### src/rtl/sar_seq_pkg.sv
package sar_seq_pkg;

  typedef enum logic [1:0] {
    CODE_CMPL_STRAIGHT = 2'd0,
    CODE_CMPL_OFFSET   = 2'd1,
    CODE_CMPL_TWOS     = 2'd2,
    CODE_CMPL_SPARE    = 2'd3
  } codeSel_e;

  // Strobes from control to datapath.
  typedef struct packed {
    logic clearRes;  // wipe the result register (start of conversion)
    logic decide;    // commit the comparator answer into the bit under test
    logic trialOn;   // present the trial bit on the DAC port
  } seqStrobe_t;

  // Whether a result bit is inverted on the way out.
  function automatic logic invertOf(input logic [1:0] mode, input logic isMsb);
    return !((codeSel_e'(mode) == CODE_CMPL_TWOS) && isMsb);
  endfunction

endpackage

### src/rtl/sar_seq_ctrl.sv
module sar_seq_ctrl #(
  parameter int FULL_BITS  = 12,
  parameter int SHORT_BITS = 10,
  parameter int IDX_W      = $clog2(FULL_BITS)
) (
  input  logic                      clk,
  input  logic                      rst,
  input  logic                      convCmd,
  input  logic                      freeRun,
  input  logic                      shortCycle,
  input  logic                      stepEn,
  input  logic                      clkInhibit,
  output logic                      busy,
  output logic [IDX_W-1:0]          bitIdx,
  output sar_seq_pkg::seqStrobe_t   strobe
);
  import sar_seq_pkg::*;

  localparam logic [IDX_W-1:0] MSB_IDX    = IDX_W'(FULL_BITS - 1);
  localparam logic [IDX_W-1:0] SHORT_STOP = IDX_W'(FULL_BITS - SHORT_BITS);

  logic             cmdPrev;
  logic             busyQ;
  logic             shortQ;
  logic [IDX_W-1:0] idxQ;
  logic             stepOk;
  logic             cmdFall;
  logic             startNow;
  logic [IDX_W-1:0] lastIdx;
  logic             atLast;

  always_comb begin
    stepOk   = stepEn && !clkInhibit;
    cmdFall  = cmdPrev && !convCmd;
    startNow = !busyQ && (cmdFall || freeRun);
    lastIdx  = shortQ ? SHORT_STOP : '0;
    atLast   = (idxQ == lastIdx);
  end

  always_ff @(posedge clk) begin
    if (rst) begin
      cmdPrev <= 1'b0;
      busyQ   <= 1'b0;
      shortQ  <= 1'b0;
      idxQ    <= MSB_IDX;
    end else begin
      cmdPrev <= convCmd;
      if (startNow) begin
        busyQ  <= 1'b1;
        shortQ <= shortCycle;
        idxQ   <= MSB_IDX;
      end else if (busyQ && stepOk) begin
        if (atLast) busyQ <= 1'b0;
        else        idxQ  <= idxQ - 1'b1;
      end
    end
  end

  always_comb begin
    strobe.clearRes = startNow;
    strobe.decide   = busyQ && stepOk;
    strobe.trialOn  = busyQ;
  end

  assign busy   = busyQ;
  assign bitIdx = idxQ;

  // every conversion begins at the most significant bit
  p_msb_first_r3: assert property (@(posedge clk) disable iff (rst)
    $rose(busyQ) |-> (idxQ == MSB_IDX));

  // the index never passes the selected stop point
  p_window_r5: assert property (@(posedge clk) disable iff (rst)
    busyQ |-> (idxQ >= lastIdx));

  // a stalled step freezes progress
  p_hold_r7: assert property (@(posedge clk) disable iff (rst)
    (busyQ && !stepOk) |=> (busyQ && $stable(idxQ)));

  // only the final decision ends busy; commands cannot end it
  p_ignore_r9: assert property (@(posedge clk) disable iff (rst)
    (busyQ && !(stepOk && atLast)) |=> busyQ);

endmodule

### src/rtl/sar_seq_dpath.sv
module sar_seq_dpath #(
  parameter int FULL_BITS = 12,
  parameter int IDX_W     = $clog2(FULL_BITS)
) (
  input  logic                      clk,
  input  logic                      rst,
  input  sar_seq_pkg::seqStrobe_t   strobe,
  input  logic [IDX_W-1:0]          bitIdx,
  input  logic                      cmpIn,
  input  logic [1:0]                codeMode,
  output logic [FULL_BITS-1:0]      dacCode,
  output logic [FULL_BITS-1:0]      dataOut,
  output logic                      serialOut,
  output logic                      bitClk
);
  import sar_seq_pkg::*;

  localparam logic [IDX_W-1:0]     MSB_IDX = IDX_W'(FULL_BITS - 1);
  localparam logic [FULL_BITS-1:0] ONE     = FULL_BITS'(1);

  logic [FULL_BITS-1:0] rawRes;
  logic [FULL_BITS-1:0] bitSel;
  logic                 serialNext;

  always_comb begin
    bitSel     = ONE << bitIdx;
    dacCode    = rawRes | (strobe.trialOn ? bitSel : '0);
    serialNext = cmpIn ^ invertOf(codeMode, bitIdx == MSB_IDX);
  end

  always_ff @(posedge clk) begin
    if (rst) begin
      rawRes    <= '0;
      serialOut <= 1'b0;
      bitClk    <= 1'b0;
    end else begin
      bitClk <= strobe.decide;
      if (strobe.clearRes)    rawRes         <= '0;
      else if (strobe.decide) rawRes[bitIdx] <= cmpIn;
      if (strobe.decide) serialOut <= serialNext;
    end
  end

  for (genvar g = 0; g < FULL_BITS; g++) begin : g_code
    assign dataOut[g] = rawRes[g] ^ invertOf(codeMode, g == FULL_BITS - 1);
  end

  // a start leaves no stale bits behind
  p_clear_r3: assert property (@(posedge clk) disable iff (rst)
    strobe.clearRes |=> (rawRes == '0));

  // the bit under test follows the comparator
  p_keep_r4: assert property (@(posedge clk) disable iff (rst)
    (strobe.decide && cmpIn) |=> rawRes[$past(bitIdx)]);
  p_drop_r4: assert property (@(posedge clk) disable iff (rst)
    (strobe.decide && !cmpIn) |=> !rawRes[$past(bitIdx)]);

  // the serial bit matches the same bit of the parallel output
  p_serial_r6: assert property (@(posedge clk) disable iff (rst)
    bitClk |-> (serialOut == dataOut[$past(bitIdx)]));

  // without a decide or clear the result is untouched
  p_quiet_r7: assert property (@(posedge clk) disable iff (rst)
    (!strobe.decide && !strobe.clearRes) |=> $stable(rawRes));

endmodule

### src/rtl/sar_sequencer.sv
module sar_sequencer #(
  parameter int FULL_BITS  = 12,
  parameter int SHORT_BITS = 10
) (
  input  logic                 clk,
  input  logic                 rst,
  input  logic                 convCmd,
  input  logic                 freeRun,
  input  logic                 shortCycle,
  input  logic                 stepEn,
  input  logic                 clkInhibit,
  input  logic [1:0]           codeMode,
  input  logic                 cmpIn,
  output logic [FULL_BITS-1:0] dacCode,
  output logic [FULL_BITS-1:0] dataOut,
  output logic                 busy,
  output logic                 serialOut,
  output logic                 bitClk
);
  import sar_seq_pkg::*;

  localparam int IDX_W = $clog2(FULL_BITS);

  seqStrobe_t       strobe;
  logic [IDX_W-1:0] bitIdx;

  sar_seq_ctrl #(
    .FULL_BITS (FULL_BITS),
    .SHORT_BITS(SHORT_BITS),
    .IDX_W     (IDX_W)
  ) i_ctrl (
    .clk       (clk),
    .rst       (rst),
    .convCmd   (convCmd),
    .freeRun   (freeRun),
    .shortCycle(shortCycle),
    .stepEn    (stepEn),
    .clkInhibit(clkInhibit),
    .busy      (busy),
    .bitIdx    (bitIdx),
    .strobe    (strobe)
  );

  sar_seq_dpath #(
    .FULL_BITS(FULL_BITS),
    .IDX_W    (IDX_W)
  ) i_dpath (
    .clk      (clk),
    .rst      (rst),
    .strobe   (strobe),
    .bitIdx   (bitIdx),
    .cmpIn    (cmpIn),
    .codeMode (codeMode),
    .dacCode  (dacCode),
    .dataOut  (dataOut),
    .serialOut(serialOut),
    .bitClk   (bitClk)
  );

  // the serial pair stays quiet while reset is held
  p_reset_quiet_r1: assert property (@(posedge clk)
    $past(rst) |-> (!busy && !bitClk && !serialOut));

endmodule

### config.mk
export PLATFORM = sky130hd
export DESIGN_NAME = sar_sequencer
export DESIGN_NICKNAME = d
export VERILOG_FILES = /design/src/rtl/sar_seq_pkg.sv /design/src/rtl/sar_seq_ctrl.sv /design/src/rtl/sar_seq_dpath.sv /design/src/rtl/sar_sequencer.sv
export SDC_FILE = /design/constraint.sdc
export NUM_CORES = 1
export LEC_CHECK = 0
export ABC_AREA = 1
export BUFFER_PORTS_ARGS = -buffer_cell sky130_fd_sc_hd__clkbuf_2
export CORE_MARGIN = 1
export CORE_UTILIZATION = 45
export CTS_CLUSTER_DIAMETER = 60
export DETAILED_ROUTE_END_ITERATION = 16
export GPL_TIMING_DRIVEN = 0
export PLACE_DENSITY = 0.74
export RECOVER_POWER = 25
export SLEW_MARGIN = 20
export SYNTH_ARGS = -nofsm -noshare
export SYNTH_HDL_FRONTEND = slang
export SYNTH_SLANG_ARGS = --single-unit
### constraint.sdc
create_clock -name clk -period 1.9 [get_ports clk]
set_clock_uncertainty 0.15 [all_clocks]
set_input_delay 0.19 -clock clk [delete_from_list [all_inputs] [get_ports clk]]
set_output_delay 0.19 -clock clk [all_outputs]
set_load 0.005 [all_outputs]
; Word level (Yosys, flattened, before mapping)
; Index checks and enable logic that the tools add are counted.
[classes]
addsub = 1
order_cmp = 2
eq_ne = 3
shift = 1
muxes = 8
n_bitwise = 15
reduce_logical = 17
[ops]
columns = operator, count
row1 = $bwmux 12, 1
row2 = $mux 12, 1
row3 = $not 1->1, 12
row4 = $or 12x12->12, 1
row5 = $shl 1x4->12 const A, 1
row6 = $logic_and 1x1->1, 6
row7 = $logic_not 1->1, 5
row8 = $lt 4x5->1 const B, 1
row9 = $demux 1 s4, 1
row10 = $eq 4x4->1, 1
row11 = $eq 4x4->1 const B, 1
row12 = $ge 4x1->1 const B, 1
row13 = $mux 1, 4
row14 = $reduce_and 2->1, 2
row15 = $reduce_bool 2->1, 2
row16 = $sub 4x1->4 const B, 1
row17 = $eq 2x2->1 const B, 1
row18 = $mux 2, 1
row19 = $reduce_or 2->1, 1
row20 = $xor 1x1->1, 2
row21 = $logic_or 1x1->1, 1
[totals]
ff_bits = 21
out_inout_bits = 27
wordCells = 54

; Logic depth before layout (Yosys ltp)
[depth]
ltp_word = 6
mapped_depth = 8
ltp_nobuf = 8

; Cells and area by module
; From an unflattened synthesis, not the netlist that was laid out.
[hier_totals]
hier_cells = 182
area_unflattened_um2 = 1194.9
[by_module_without_submodules]
columns = module, instances, cells_per_inst, area_each_um2
row1 = sar_seq_dpath, 1, 131, 795.8
row2 = sar_seq_ctrl, 1, 51, 399.1

; Worst setup path after synthesis
; Ideal clock, no wire load.
[synth_path]
path_type = reg-to-output
startpoint = reg i_ctrl.idxQ[0] (netlist: i_ctrl.bitIdx[0])
endpoint = out dacCode[4]
arrival_ns = 1.008
required_time_ns = 1.560
setup_slack_ns = 0.552
path_stages_with_launch = 7
cell_sequence = dfxtp_1 inv_1 ha_1 inv_1 nor2_1 nand2_1 nand2_1
[synth_between]
elab_chain_cells = 3
[synth_lines]
columns = element, line_no
row1 = from (decl), sar_seq_ctrl.sv:25  ; logic [IDX_W-1:0] idxQ;
row2 = from (signal assigned), sar_seq_ctrl.sv:54  ; else idxQ <= idxQ - 1'b1;
row3 = $shl 1x4->12, sar_seq_dpath.sv:26  ; bitSel = ONE << bitIdx;
row4 = $mux 12, sar_seq_dpath.sv:27  ; dacCode = rawRes | (strobe.trialOn ? bitSel : '0);
row5 = $or 12x12->12, sar_seq_dpath.sv:27
row6 = to (decl), sar_sequencer.sv:14  ; output logic [FULL_BITS-1:0] dacCode,
; No other way between the ends.

; Worst setup path after layout
[layout_path]
startpoint = reg i_ctrl.idxQ[0] (netlist: i_ctrl.bitIdx[0])
endpoint = out dacCode[8]
; The elaborated chain is that of the path after synthesis.

==> results.toml <==
[outcome]
status = "completed"

[clocking]
clock-sinks = 21
cts_tree = "done"
cts-root-buf = "clkbuf_4"
clk_pin_slew_ps = 120
worstSkewPairLatency_ps = 300
h-tree-depth = 1
cts_buffers = 3
cts_setup_buffers = 0
clk_path_buf_depth = 2

[routing]
drt-initial-drc-count = 17
final_antenna_net_count = 0
via_per_inst = 4.834
wl_per_cell_um = 10.49
dr_total_vias = 1252
first_pass_iters = 4
drc = 0
drt-total-wl_mm = 2.716

[pwr]
switchingPower_mw = 0.2189
p_leak_nw = 0.7706
ir_drop_mv = 0.3642
clkPwrFrac_pct = 27.8
p_per_area_nw_per_um2 = 517.7
sequentialPowerShare_pct = 57.8
p_comb_share_pct = 14.5
power.internal_mw = 0.5675
sw_frac_of_total_pct = 27.83

[logic_synthesis]
seq_area_frac_synth_pct = 33.97
synth.area.top_cells = "dfxtp_1, nand2_1, inv_1, nand3_1, nor2_1"
synth_fp_nets = 202
synth_area_per_cell_um2 = 6.617
syn_inst = 187
yosys.area.top_type = "dfxtp_1"
yosys_warnings = 0
ys_ff_latch = 21
synth_cell_type_count = 21
yosysTopAreaCellShare_pct = 33.97
syn_area_um2 = 1237

[place]
port_buffers = 36
dp.cells = 253
dp_hpwl_mm = 2.146
gp_congestion = 0.8025

[final_layout]
fin_cells = 259
area_growth_pct = 22.75
n_antenna_cell = 0
nFillCells = 274
multiInputGateArea_um2 = 686.9
drive_above_1_share_pct = 24.45
nets = 245
final_common_cell = "nand2_1"
layout_common_cells = "nand2_1, clkbuf_2, inv_1, nand3_1, dfxtp_1"
seqCellArea_um2 = 425.4

[timing]
finalSetupViolations = 0
min_period_ps = 1816
rsz0062_at_grt = "no"
slew_headroom_pct = 84.02
whs_ps = 9.551
drv_slew = 0
hold_viol = 0
max_freq_mhz = 550.8
tns_ps = 0
tightest_slew_ps = 237.6
post-route-period-util_pct = 95.56

[critical_path]
crit_chain = "inv_2 -> ha_1 -> inv_1 -> nor2_1 -> nand2_1 -> nand2_1 -> clkbuf_2"
critPathMaxStageDelay_ps = 390
critPathLaunchType = "flop"
cpMostUsedCell = "nand2_1"
cp.arrival_ps = 1480
cp_slowest_cell = "dfxtp_4"
reg2reg_depth = 7
required_ps = 1560
path_max_fanout = 6
cp-end-kind = "primary output"
timing_worst_setup_path_type = "flop to primary output"

[grt]
grt_pass1_wl_mm = 4.271
antenna_found_initial = 0
grt.overflow.total = 0
track_usage_pct = 20.07
grt_max_degree = 13
grt_pass1_vias = 1012

[floorplanning]
start_util_pct = 48.62
coreArea_um2 = 2545
die_area_um2 = 2964
io_pins = 37
die_h_um = 54.44
rows = 18
die_x_um = 54.44

[hold_path]
worst_hold_path.num_cells = 3
hp-class = "input port to flop"

[job]
max-cap-violations = 0
==> layout make-up <==
class / count / share of cell area (%)
flip-flops and latches: 21 / 28.01
clock buffers: 3 / 1.483
clock inverters: 1 / 0.3295
multi-input cells: 132 / 45.22
repair buffers: 38 / 12.44
well taps: 30 / 2.471
plain buffers: 5 / 2.883
inverters: 29 / 7.166
==> critical path, delay by kind of cell, from the launching register on <==
kind | cells | cell delay (ps)
DFF | 1 | 390
and+or+nand+nor | 3 | 310
buffers and inverters | 3 | 280
adders and majority gates | 1 | 180
==> power groups by stage <==
stage	combinational (mW)	clock (mW)	sequential [mW]
floorplan	0.0717	0	0.464
global placement	0.109	0	0.465
detailed placement	0.112	0	0.465
CTS	0.115	0.229	0.455
global route	0.127	0.239	0.455
finish	0.114	0.218	0.454
==> layer usage <==
layer / wire, µm / track usage, % / up-vias
met2: 1294 / 35.16 / 30
li1: - / - / 660
met1: 1300 / 24.87 / 560
met5: 0 / 0 / -
met3: 101 / 3.056 / 2
met4: 20 / 6.410 / 0
==> sequential cells by signal, indices dropped and copies added, names as in the netlist <==
name,count
i_dpath.bitClk,1
i_ctrl.shortQ,1
i_dpath.rawRes,12
i_ctrl.bitIdx,4
i_ctrl.busy,1
i_dpath.serialOut,1
i_ctrl.cmdPrev,1
==> through the flow <==
| step | util, % | area, µm² | power [mW] | worst slack [ps] |
|---|---|---|---|---|
| floorplan | - | 1237 | 0.5361 | 551.5 |
| global placement | 57.18 | 1455 | 0.5742 | 326.9 |
| detailed placement | 57.18 | 1455 | 0.5763 | 316.3 |
| CTS | 59.10 | 1504 | 0.7994 | 18.33 |
| global route | 59.69 | 1519 | 0.8213 | 3.898 |
| finish | 59.69 | 1519 | 0.7864 | 84.38 |
==> logic make-up (layout without fill, tap and decap cells) <==
family / count (synthesis) / after routing / synth area share [%]
buffers and inverters: 34 / 76 / 12.34
adders and majority gates: 5 / 5 / 5.056
DFF: 21 / 21 / 33.97
xor gates and xnor gates: 2 / 2 / 1.416
AOI/OAI and AO/OA: 21 / 21 / 9.706
and+or+nand+nor: 104 / 104 / 37.51
==> cell usage after synthesis <==
cell type and count:
a21oi_1 12, buf_2 2, buf_6 3, dfxtp_1 21, ha_1 5, inv_1 27, inv_2 2, nand2_1 56
nand2_2 2, nand2_4 2, nand3_1 19, nand3b_1 1, nor2_1 21, nor2_2 1, nor2_4 1, nor2_8 1
o21ai_0 2, o21ai_1 1, o21bai_1 2, o31ai_1 4, xor2_1 2
==> worst paths after layout <==
path / slack, ps / endpoint / startpoint
hold reg to reg: 320 / i_dpath.rawRes[6] / i_dpath.rawRes[6]
setup / recovery: 80 / dacCode[8] / i_ctrl.bitIdx[0]
hold / removal: 10 / i_ctrl.shortQ / shortCycle
setup reg to reg: 480 / i_ctrl.bitIdx[0] / i_ctrl.busy
==> what timing repair did <==
| item | CTS | global route |
|---|---|---|
| pin swaps | 0 | 1 |
| endpoints found under the setup margin | 8 | 11 |
| hold buffers | 2 | 0 |
| gates resized for setup | 1 | 11 |
| hold endpoints to repair | 3 | 0 |
Power figures use the tool's default switching activity.
